==> src/rtl/sfl_rx_pkg.sv <==
package sfl_rx_pkg;
   typedef enum logic {
      FRM_IDLE = 1'b0,
      FRM_BUSY = 1'b1
   } frm_state_e;
endpackage

==> src/rtl/sfl_framer.sv <==
// Detects a frame start after an idle gap and produces per-bit sample strobes.
module sfl_framer
   import sfl_rx_pkg::*;
#(
   parameter int FRAME_BITS   = 67,
   parameter int CLKS_PER_BIT = 2,
   parameter int SAMPLE_AT    = 1,
   parameter int IDLE_MIN     = 4
) (
   input  logic clk,
   input  logic rst_n,
   input  logic en,
   input  logic din,
   output logic busy_o,
   output logic sample_o,
   output logic last_o
);
   localparam int PH_W = (CLKS_PER_BIT > 2) ? $clog2(CLKS_PER_BIT) : 1;
   localparam int BC_W = $clog2(FRAME_BITS + 1);
   localparam int ID_W = $clog2(IDLE_MIN + 1);

   frm_state_e      state;
   logic [PH_W-1:0] ph;
   logic [BC_W-1:0] bcnt;
   logic [ID_W-1:0] idle_cnt;
   logic            start;

   assign start = (state == FRM_IDLE) && din && (idle_cnt == ID_W'(IDLE_MIN));

   always_ff @(posedge clk) begin
      if (!rst_n || !en) begin
         state    <= FRM_IDLE;
         ph       <= '0;
         bcnt     <= '0;
         idle_cnt <= '0;
      end else if (state == FRM_IDLE) begin
         if (start) begin
            state    <= FRM_BUSY;
            ph       <= PH_W'(1);
            bcnt     <= '0;
            idle_cnt <= '0;
         end else if (din) begin
            idle_cnt <= '0;
         end else if (idle_cnt != ID_W'(IDLE_MIN)) begin
            idle_cnt <= idle_cnt + ID_W'(1);
         end
      end else begin
         if (ph == PH_W'(CLKS_PER_BIT - 1)) begin
            ph <= '0;
            if (bcnt == BC_W'(FRAME_BITS)) state <= FRM_IDLE;
            else                          bcnt  <= bcnt + BC_W'(1);
         end else begin
            ph <= ph + PH_W'(1);
         end
      end
   end

   assign busy_o   = (state == FRM_BUSY);
   assign sample_o = busy_o && (ph == PH_W'(SAMPLE_AT)) && (bcnt != '0);
   assign last_o   = sample_o && (bcnt == BC_W'(FRAME_BITS));
endmodule

==> src/rtl/sfl_shifter.sv <==
// Assembles sampled bits and exposes the frequency field in frame-bit order.
module sfl_shifter #(
   parameter int FRAME_BITS = 67,
   parameter int FREQ_W     = 22,
   parameter int FREQ_LSB   = 0,
   parameter bit LSB_FIRST  = 1'b1
) (
   input  logic              clk,
   input  logic              rst_n,
   input  logic              sample,
   input  logic              last,
   input  logic              din,
   output logic [FREQ_W-1:0] field_o,
   output logic              done_o
);
   logic [FRAME_BITS-1:0] sreg;

   generate
      if (LSB_FIRST) begin : g_lsb_first
         always_ff @(posedge clk) begin
            if (!rst_n)      sreg <= '0;
            else if (sample) sreg <= {din, sreg[FRAME_BITS-1:1]};
         end
         for (genvar i = 0; i < FREQ_W; i++) begin : g_map
            assign field_o[i] = sreg[FREQ_LSB + i];
         end
      end else begin : g_msb_first
         always_ff @(posedge clk) begin
            if (!rst_n)      sreg <= '0;
            else if (sample) sreg <= {sreg[FRAME_BITS-2:0], din};
         end
         for (genvar i = 0; i < FREQ_W; i++) begin : g_map
            assign field_o[i] = sreg[FRAME_BITS - 1 - FREQ_LSB - i];
         end
      end
   endgenerate

   always_ff @(posedge clk) begin
      if (!rst_n) done_o <= 1'b0;
      else        done_o <= last;
   end
endmodule

==> src/rtl/sfl_update.sv <==
// Stages a completed word and releases it at the next line boundary.
module sfl_update #(
   parameter int FREQ_W = 22
) (
   input  logic              clk,
   input  logic              rst_n,
   input  logic              en,
   input  logic              done,
   input  logic [FREQ_W-1:0] field,
   input  logic              line_start,
   output logic [FREQ_W-1:0] word_o,
   output logic              valid_o
);
   logic [FREQ_W-1:0] stage;
   logic              pend;

   always_ff @(posedge clk) begin
      if (!rst_n) begin
         stage   <= '0;
         pend    <= 1'b0;
         word_o  <= '0;
         valid_o <= 1'b0;
      end else begin
         valid_o <= 1'b0;
         if (!en) begin
            pend <= 1'b0;
         end else begin
            if (line_start && pend) begin
               word_o  <= stage;
               valid_o <= 1'b1;
               pend    <= 1'b0;
            end
            if (done) begin
               stage <= field;
               pend  <= 1'b1;
            end
         end
      end
   end
endmodule

==> src/rtl/sfl_rx.sv <==
module sfl_rx #(
   parameter int               FRAME_BITS   = 67,
   parameter int               CLKS_PER_BIT = 2,
   parameter int               SAMPLE_AT    = 1,
   parameter int               IDLE_MIN     = 4,
   parameter int               FREQ_W       = 22,
   parameter int               FREQ_LSB     = 0,
   parameter bit               LSB_FIRST    = 1'b1,
   parameter int               MODE_W       = 2,
   parameter logic [MODE_W-1:0] MODE_LOCK   = '1
) (
   input  logic              clk,
   input  logic              rst_n,
   input  logic [MODE_W-1:0] mode,
   input  logic              sfl_data,
   input  logic              line_start,
   output logic [FREQ_W-1:0] fsc_word,
   output logic              fsc_valid
);
   generate
      if (CLKS_PER_BIT < 2) begin : g_bad_clks
         $error("sfl_rx: CLKS_PER_BIT must be at least 2");
      end
      if (SAMPLE_AT < 1 || SAMPLE_AT >= CLKS_PER_BIT) begin : g_bad_sample
         $error("sfl_rx: SAMPLE_AT must lie in 1..CLKS_PER_BIT-1");
      end
      if (FREQ_LSB + FREQ_W > FRAME_BITS) begin : g_bad_field
         $error("sfl_rx: frequency field exceeds frame");
      end
      if (IDLE_MIN < 1 || FRAME_BITS < 2) begin : g_bad_misc
         $error("sfl_rx: IDLE_MIN and FRAME_BITS too small");
      end
   endgenerate

   logic              en;
   logic              frm_busy;
   logic              smp;
   logic              smp_last;
   logic              frm_done;
   logic [FREQ_W-1:0] field;

   assign en = (mode == MODE_LOCK);

   sfl_framer #(
      .FRAME_BITS  (FRAME_BITS),
      .CLKS_PER_BIT(CLKS_PER_BIT),
      .SAMPLE_AT   (SAMPLE_AT),
      .IDLE_MIN    (IDLE_MIN)
   ) u_frm (
      .clk     (clk),
      .rst_n   (rst_n),
      .en      (en),
      .din     (sfl_data),
      .busy_o  (frm_busy),
      .sample_o(smp),
      .last_o  (smp_last)
   );

   sfl_shifter #(
      .FRAME_BITS(FRAME_BITS),
      .FREQ_W    (FREQ_W),
      .FREQ_LSB  (FREQ_LSB),
      .LSB_FIRST (LSB_FIRST)
   ) u_shf (
      .clk    (clk),
      .rst_n  (rst_n),
      .sample (smp),
      .last   (smp_last),
      .din    (sfl_data),
      .field_o(field),
      .done_o (frm_done)
   );

   sfl_update #(
      .FREQ_W(FREQ_W)
   ) u_upd (
      .clk       (clk),
      .rst_n     (rst_n),
      .en        (en),
      .done      (frm_done),
      .field     (field),
      .line_start(line_start),
      .word_o    (fsc_word),
      .valid_o   (fsc_valid)
   );
endmodule

==> config.mk <==
export PLATFORM = sky130hd
export DESIGN_NAME = sfl_rx
export DESIGN_NICKNAME = d
export VERILOG_FILES = /design/src/rtl/sfl_rx_pkg.sv /design/src/rtl/sfl_framer.sv /design/src/rtl/sfl_shifter.sv /design/src/rtl/sfl_update.sv /design/src/rtl/sfl_rx.sv
export SDC_FILE = /design/constraint.sdc
export NUM_CORES = 1
export LEC_CHECK = 0
export BUFFER_PORTS_ARGS = -buffer_cell sky130_fd_sc_hd__buf_2
export CORE_MARGIN = 2
export CORE_UTILIZATION = 47
export CTS_BUF_LIST = sky130_fd_sc_hd__clkbuf_8
export DETAILED_ROUTE_END_ITERATION = 12
export PLACE_DENSITY = 0.74
export SLEW_MARGIN = 5
export SYNTH_ARGS = -nofsm -noshare
export SYNTH_HDL_FRONTEND = slang
export SYNTH_SLANG_ARGS = --single-unit
export TNS_END_PERCENT = 5
==> constraint.sdc <==
create_clock -name clk -period 2.5 [get_ports clk]
set_input_delay 0.125 -clock clk [delete_from_list [all_inputs] [get_ports clk]]
set_output_delay 0.125 -clock clk [all_outputs]
set_load 0.005 [all_outputs]
==> results of run 1 <==
## cell type report
type	instances	area (um^2)
fillers	880	4450
flip-flops and latches	126	2520
multi-input cells	406	2050
clock buffers	19	262
repair buffers	34	218
well taps	133	166
clock inverters	13	165
inverters	8	30.0
## worst max-delay path, cell delays in order (launching register included)
cell,delay (ps)
dfxtp_1,430
inv_1,90
ha_1,230
a31oi_4,180
buf_12,400
nand3_1,140
o21ai_0,110
## metal layers
layer / vias up / global-route usage
met5: - / 0
met4: 0 / 0.0571
met1: 1676 / 0.194
li1: 1987 / -
met2: 72 / 0.257
met3: 4 / 0.0594
## through the flow
| step | instance area (um^2) | power, W | hold WS (ps) | setup slack [ps] | utilization |
|---|---|---|---|---|---|
| after floorplan | 4820 | 0.00211 | 262 | 1050 | - |
| after global placement | 4970 | 0.00212 | 405 | 900 | 0.504 |
| after detailed placement | 4970 | 0.00212 | 420 | 818 | 0.504 |
| after CTS | 5420 | 0.00395 | 178 | 802 | 0.549 |
| after global routing | 5420 | 0.00405 | 190 | 659 | 0.549 |
| final | 5420 | 0.00390 | 199 | 791 | 0.549 |
## timing repair
item                                   CTS  global route
resized for setup                        0             0
buffers inserted                         0             0
endpoints found under the hold margin    2             0
hold buffers                             2             0
## layout by cell type, fill, tap and decap left out, types with 2 or more instances in the layout
cell / netlist / layout
clkinv_4: 0 / 4
dfxtp_1: 126 / 126
a21oi_1: 7 / 7
clkinvlp_4: 0 / 4
a31oi_1: 3 / 3
buf_2: 2 / 27
clkinv_2: 0 / 2
or3_1: 2 / 2
and3_1: 5 / 5
a21boi_0: 44 / 44
a22o_1: 2 / 2
ha_1: 5 / 5
nand2_1: 165 / 165
clkbuf_8: 0 / 19
o21ai_0: 18 / 18
nor3_1: 4 / 4
nor2_1: 9 / 9
buf_4: 0 / 3
nand4_1: 3 / 3
buf_12: 0 / 2
nand3_1: 74 / 74
dlygate4sd3_1: 0 / 2
inv_1: 8 / 8
bufinv_16: 0 / 3
o21ai_1: 50 / 50
## how the worst max path moves through the flow
stage,startpoint,endpoint,slack [ps],cells after the start
after floorplan,u_frm.idle_cnt[0]$_SDFFE_PN0P_,u_frm.bcnt[4]$_SDFFE_PN0P_,1050,6
final,u_frm.bcnt[0]$_SDFFE_PN0P_,u_shf.sreg[14]$_SDFFE_PN0P_,790,6
after detailed placement,u_frm.bcnt[0]$_SDFFE_PN0P_,u_shf.sreg[14]$_SDFFE_PN0P_,820,6
after global routing,u_frm.bcnt[0]$_SDFFE_PN0P_,u_shf.sreg[37]$_SDFFE_PN0P_,660,6
after CTS,u_frm.bcnt[0]$_SDFFE_PN0P_,u_shf.sreg[14]$_SDFFE_PN0P_,800,6
after global placement,u_frm.bcnt[0]$_SDFFE_PN0P_,u_shf.sreg[52]$_SDFFE_PN0P_,900,6
## logic make-up after synthesis
| kind of cell | Yosys count | synth area share |
|---|---|---|
| and+or+nand+nor | 268 | 0.241 |
| muxes | 1 | 0.00234 |
| DFF | 126 | 0.524 |
| buffers and inverters | 52 | 0.0504 |
| AOI/OAI and AO/OA | 132 | 0.170 |
| adders and majority gates | 5 | 0.0130 |
## registers in the layout, indices dropped and copies added (netlist names)
register,flops
u_frm.bcnt,7
u_frm.busy_o,1
u_frm.idle_cnt,3
u_frm.ph,1
u_shf.done_o,1
u_shf.sreg,67
u_upd.pend,1
u_upd.stage,22
u_upd.valid_o,1
u_upd.word_o,22
## power groups by stage
stage | Sequential (W) | Clock [W] | Combinational, W
2_1_floorplan | 0.00205 | 0 | 0.0000535
3_3_place_gp | 0.00205 | 0 | 0.0000657
3_5_place_dp | 0.00205 | 0 | 0.0000678
4_1_cts | 0.00201 | 0.00187 | 0.0000703
5_1_grt | 0.00201 | 0.00197 | 0.0000774
6_report | 0.00201 | 0.00182 | 0.0000700
==> flow_summary.ini, run 1 <==
[run_status]
outcome = finished clean

[pwr]
power_frac_clock = 0.467
switching_share = 0.213
internal_power_w = 0.00307
ir_drop_mv = 0.364
pwr_density_cell_nw_per_um2 = 720
leakage_nw = 1.89
combPwrFrac = 0.018
pwr-share-seq = 0.515
p_sw_w = 0.000831

[route]
wire_per_inst_um = 11.2
wl_met1_um = 4180
drc = 0
vias_per_cell = 5.06
routed.top_layer = met4
vias = 3739
wirelength_um = 8270
dr.pass1.iters = 5
first_iter_violations = 334
wl_met2_um = 3680
dr_wl_met3_um = 364
antenna_left = 0

[timing]
finClkSkew_ps = 7.49
setup_viol = 0
slew_headroom = 0.437
finalSetupTns_ps = 0
fin_crit_sh = 0.684
post-route-min-period_ps = 1710
fmax_mhz = 585
slew_violations = 0
hold_viol_final = 0
rsz0062_at_grt = no
worst_pin_slew_ps = 842

[clock_network]
cts_sinks = 126
htree_levels = 4
cts_tree = done
clock_latency_ps = 420
cts_buffers = 17
cts_root_buf = clkbuf_8
clk_pin_slew_ps = 70
clockBufferDepth = 2

[layout]
area_growth_pct = 12.4
num_antenna_cells = 0
drive_gt1_frac = 0.114
stdcell_count = 739
nets = 604

[synth]
synthArstFlopShare = 0
synth_cells = 584
netlist_top_cells_count = nand2_1, dfxtp_1, nand3_1
synth_edf_count = 0
ys_top_cells_by_area = dfxtp_1, nand2_1, nand3_1
syn_area_um2 = 4820
ys_ff_latch = 126
ys.flop_type = dfxtp_1
synth_fp_nets = 595
yosys_warnings = 0
seq_area_frac_synth = 0.524
synth_cell_types = 35
yosysTopAreaCellShare = 0.524
synth_top_area_cell = dfxtp_1
synth.most_common_cell = nand2_1
syn_area_per_cell_um2 = 8.25

[global_route]
grt_pass1_wl_um = 14400
grt_max_degree = 180
antenna_found_initial = 0
grt.total_usage = 0.159
gr-total-overflow = 0
first_global_vias = 3245

[job]
drv_cap = 0

[place]
io_buffers = 28
place_hpwl_um = 4930
gp_congestion = 0.797
placedCellCount = 705

[die]
io_pins = 29
core_um2 = 9860
row_count = 36
fp.dieH_um = 105
die_w_um = 105
initial_core_util = 0.488
dieArea_um2 = 11100

[min_path]
whs_path_depth = 4
min_from = mode[1]
holdPathEnd = u_upd.valid_o$_SDFF_PN0_
hold_class = input pin to register

[critical_path]
r2r_slack_ps = 790
cp-start-kind = register
endpoint_kind = register
path_class = register to register
crit_required_ps = 2840
cp_max_fo = 135
worst_r2r_endpoint = u_shf.sreg[14]$_SDFFE_PN0P_
r2r_cells = 6
timing.rr.start = u_frm.bcnt[0]$_SDFFE_PN0P_
cp.arrival_ps = 2050
Note: power is estimated with default switching activity, not from simulation.
==> run 2: changes to the inputs <==
--- a/config.mk
+++ b/config.mk
@@ -10,7 +10,7 @@
 export CORE_UTILIZATION = 47
 export CTS_BUF_LIST = sky130_fd_sc_hd__clkbuf_8
 export DETAILED_ROUTE_END_ITERATION = 12
-export PLACE_DENSITY = 0.74
+export PLACE_DENSITY = 0.77
 export SLEW_MARGIN = 5
 export SYNTH_ARGS = -nofsm -noshare
 export SYNTH_HDL_FRONTEND = slang
==> constraint.sdc (replaced) <==
create_clock -name clk -period 1.43 [get_ports clk]
set_input_delay 0.0715 -clock clk [delete_from_list [all_inputs] [get_ports clk]]
set_output_delay 0.0715 -clock clk [all_outputs]
set_load 0.005 [all_outputs]
==> flow_summary.ini, run 2 (synthesized netlist as in run 1, its figures left out) <==
[min_path]
whs_path_depth = 4
hold_class = input pin to register
holdPathEnd = u_shf.sreg[53]$_SDFFE_PN0P_
min_from = rst_n

[clock_network]
clockBufferDepth = 2
clk_pin_slew_ps = 80
cts_root_buf = clkbuf_8
htree_levels = 4
cts_tree = done
post_cts_buffers = 0
cts_buffers = 17
cts_sinks = 126
clock_latency_ps = 430

[timing]
post-route-min-period_ps = 1480
rsz0062_at_grt = yes
fmax_mhz = 676
slew_headroom = 0.767
worst_pin_slew_ps = 347
finalSetupTns_ps = -354
hold_viol_final = 0
slew_violations = 0
finClkSkew_ps = 11.8
setup_viol = 30
fin_crit_sh = 1.03
fin_ws_ps = -48.7

[layout]
final_common_cell = nand2_1
area_growth_pct = 16.1
drive_gt1_frac = 0.159
final_cell_mix = nand2_1, dfxtp_1, nand3_1
num_antenna_cells = 0
nets = 621
largest_reg_flops = 67
largest_registers = u_shf.sreg (67), u_upd.stage (22), u_upd.word_o (22)
top_register = u_shf.sreg

[critical_path]
slowest_stage = nor4_4
path_class = register to register
slowest_delay_ps = 380
path_buf_inv = 1
timing.rr.start = u_frm.bcnt[5]$_SDFFE_PN0P_
endpoint_kind = register
worst_r2r_endpoint = u_shf.sreg[24]$_SDFFE_PN0P_
cp_max_fo = 40
crit_required_ps = 1740
r2r_slack_ps = -50
path_cells = nor4_4 > a31oi_4 > clkbuf_16 > nand3_1 > o21ai_0
crit_family = simple AND/OR/NAND/NOR gates
cp-start-kind = register
r2r_cells = 5
cp.arrival_ps = 1790

[pwr]
leakage_nw = 2.00
total_power_w = 0.00668
pwr_density_cell_nw_per_um2 = 1190
ir_drop_mv = 0.458

[route]
wire_per_inst_um = 11.4
vias = 3866
wl_met1_um = 3960
dr.pass1.iters = 4
first_iter_violations = 210
wl_met2_um = 4150
dr_wl_met3_um = 362
drc = 0
routed.top_layer = met4
antenna_left = 0
vias_per_cell = 5.11
wirelength_um = 8590

[run_status]
violations = setup timing
outcome = complete, but fails checks

[die]
initial_core_util = 0.488
fp.dieH_um = 105
row_count = 36
dieArea_um2 = 11100
io_pins = 29
core_um2 = 9860
die_w_um = 105

[global_route]
grt.total_usage = 0.165
grt_pass1_wl_um = 14900
gr-total-overflow = 0
first_global_vias = 3572
grt_max_degree = 82
antenna_found_initial = 0

[place]
io_buffers = 28
post-place-ws_ps = -45.9
place_hpwl_um = 5340
gp_congestion = 0.777

[job]
drv_cap = 0
run 2: cell count changes in the layout (fill, tap and decap cells not counted), moves of 3 or more:
cell / previous run / this run
buf_4: 3 / 15
clkinvlp_4: 4 / 1
dfxtp_1: 126 / 121
dfxtp_2: 0 / 5
inv_6: 0 / 4
run 2: worst max path at each step:
stage	from	slack (ps)	endpoint	cells after the start
global route	u_frm.bcnt[5]$_SDFFE_PN0P_	-140	u_shf.sreg[23]$_SDFFE_PN0P_	5
CTS	u_frm.idle_cnt[1]$_SDFFE_PN0P_	-40	u_frm.bcnt[4]$_SDFFE_PN0P_	6
floorplan	u_frm.bcnt[0]$_SDFFE_PN0P_	-10	u_shf.sreg[22]$_SDFFE_PN0P_	6
global placement	u_frm.bcnt[0]$_SDFFE_PN0P_	20	u_shf.sreg[45]$_SDFFE_PN0P_	6
finish	u_frm.bcnt[5]$_SDFFE_PN0P_	-50	u_shf.sreg[24]$_SDFFE_PN0P_	5
detailed placement	u_frm.bcnt[2]$_SDFFE_PN0P_	-50	u_shf.sreg[28]$_SDFFE_PN0P_	5
run 2: worst min-delay path: stages:
cell and delay [ps]:
buf_4 140, buf_12 220, nand2_1 100, o21ai_1 50
run 2: routing by layer:
layer	up-vias	track usage
met1	1756	0.178
met5	-	0
met3	11	0.0600
met2	71	0.288
met4	0	0.0724
li1	2028	-
run 2: per-stage QoR:
stage          instances  hold slack [ps]  instance area [um^2]  utilization
2_1_floorplan        584              209                  4820            -
3_3_place_gp         721              350                  5120        0.519
3_5_place_dp         721              361                  5120        0.519
4_1_cts              755              148                  5540        0.562
5_1_grt              756              178                  5590        0.567
6_report             756              195                  5590        0.567
run 2: power breakdown:
part	switching (W)	internal [W]	leakage, nW
clock	0.00145	0.00157	0.203
combinational	0.0000894	0.0000534	0.778
sequential	0.000000626	0.00351	1.02
run 2: layout make-up:
type,instances,area (um^2)
multi-input combinational,406,2080
sequential,126,2530
timing repair buffer,51,395
tap,133,166
fill,889,4270
clock inverter,15,164
inverter,8,30.0
clock buffer,17,234
run 2: timing repair:
action / CTS / global route
hold endpoints to repair: 3 / 0
resized for setup: 4 / 11
hold buffers: 2 / 0
gates cloned: 0 / 1
pin swaps: 1 / 1
endpoints found under the setup margin: 58 / 72
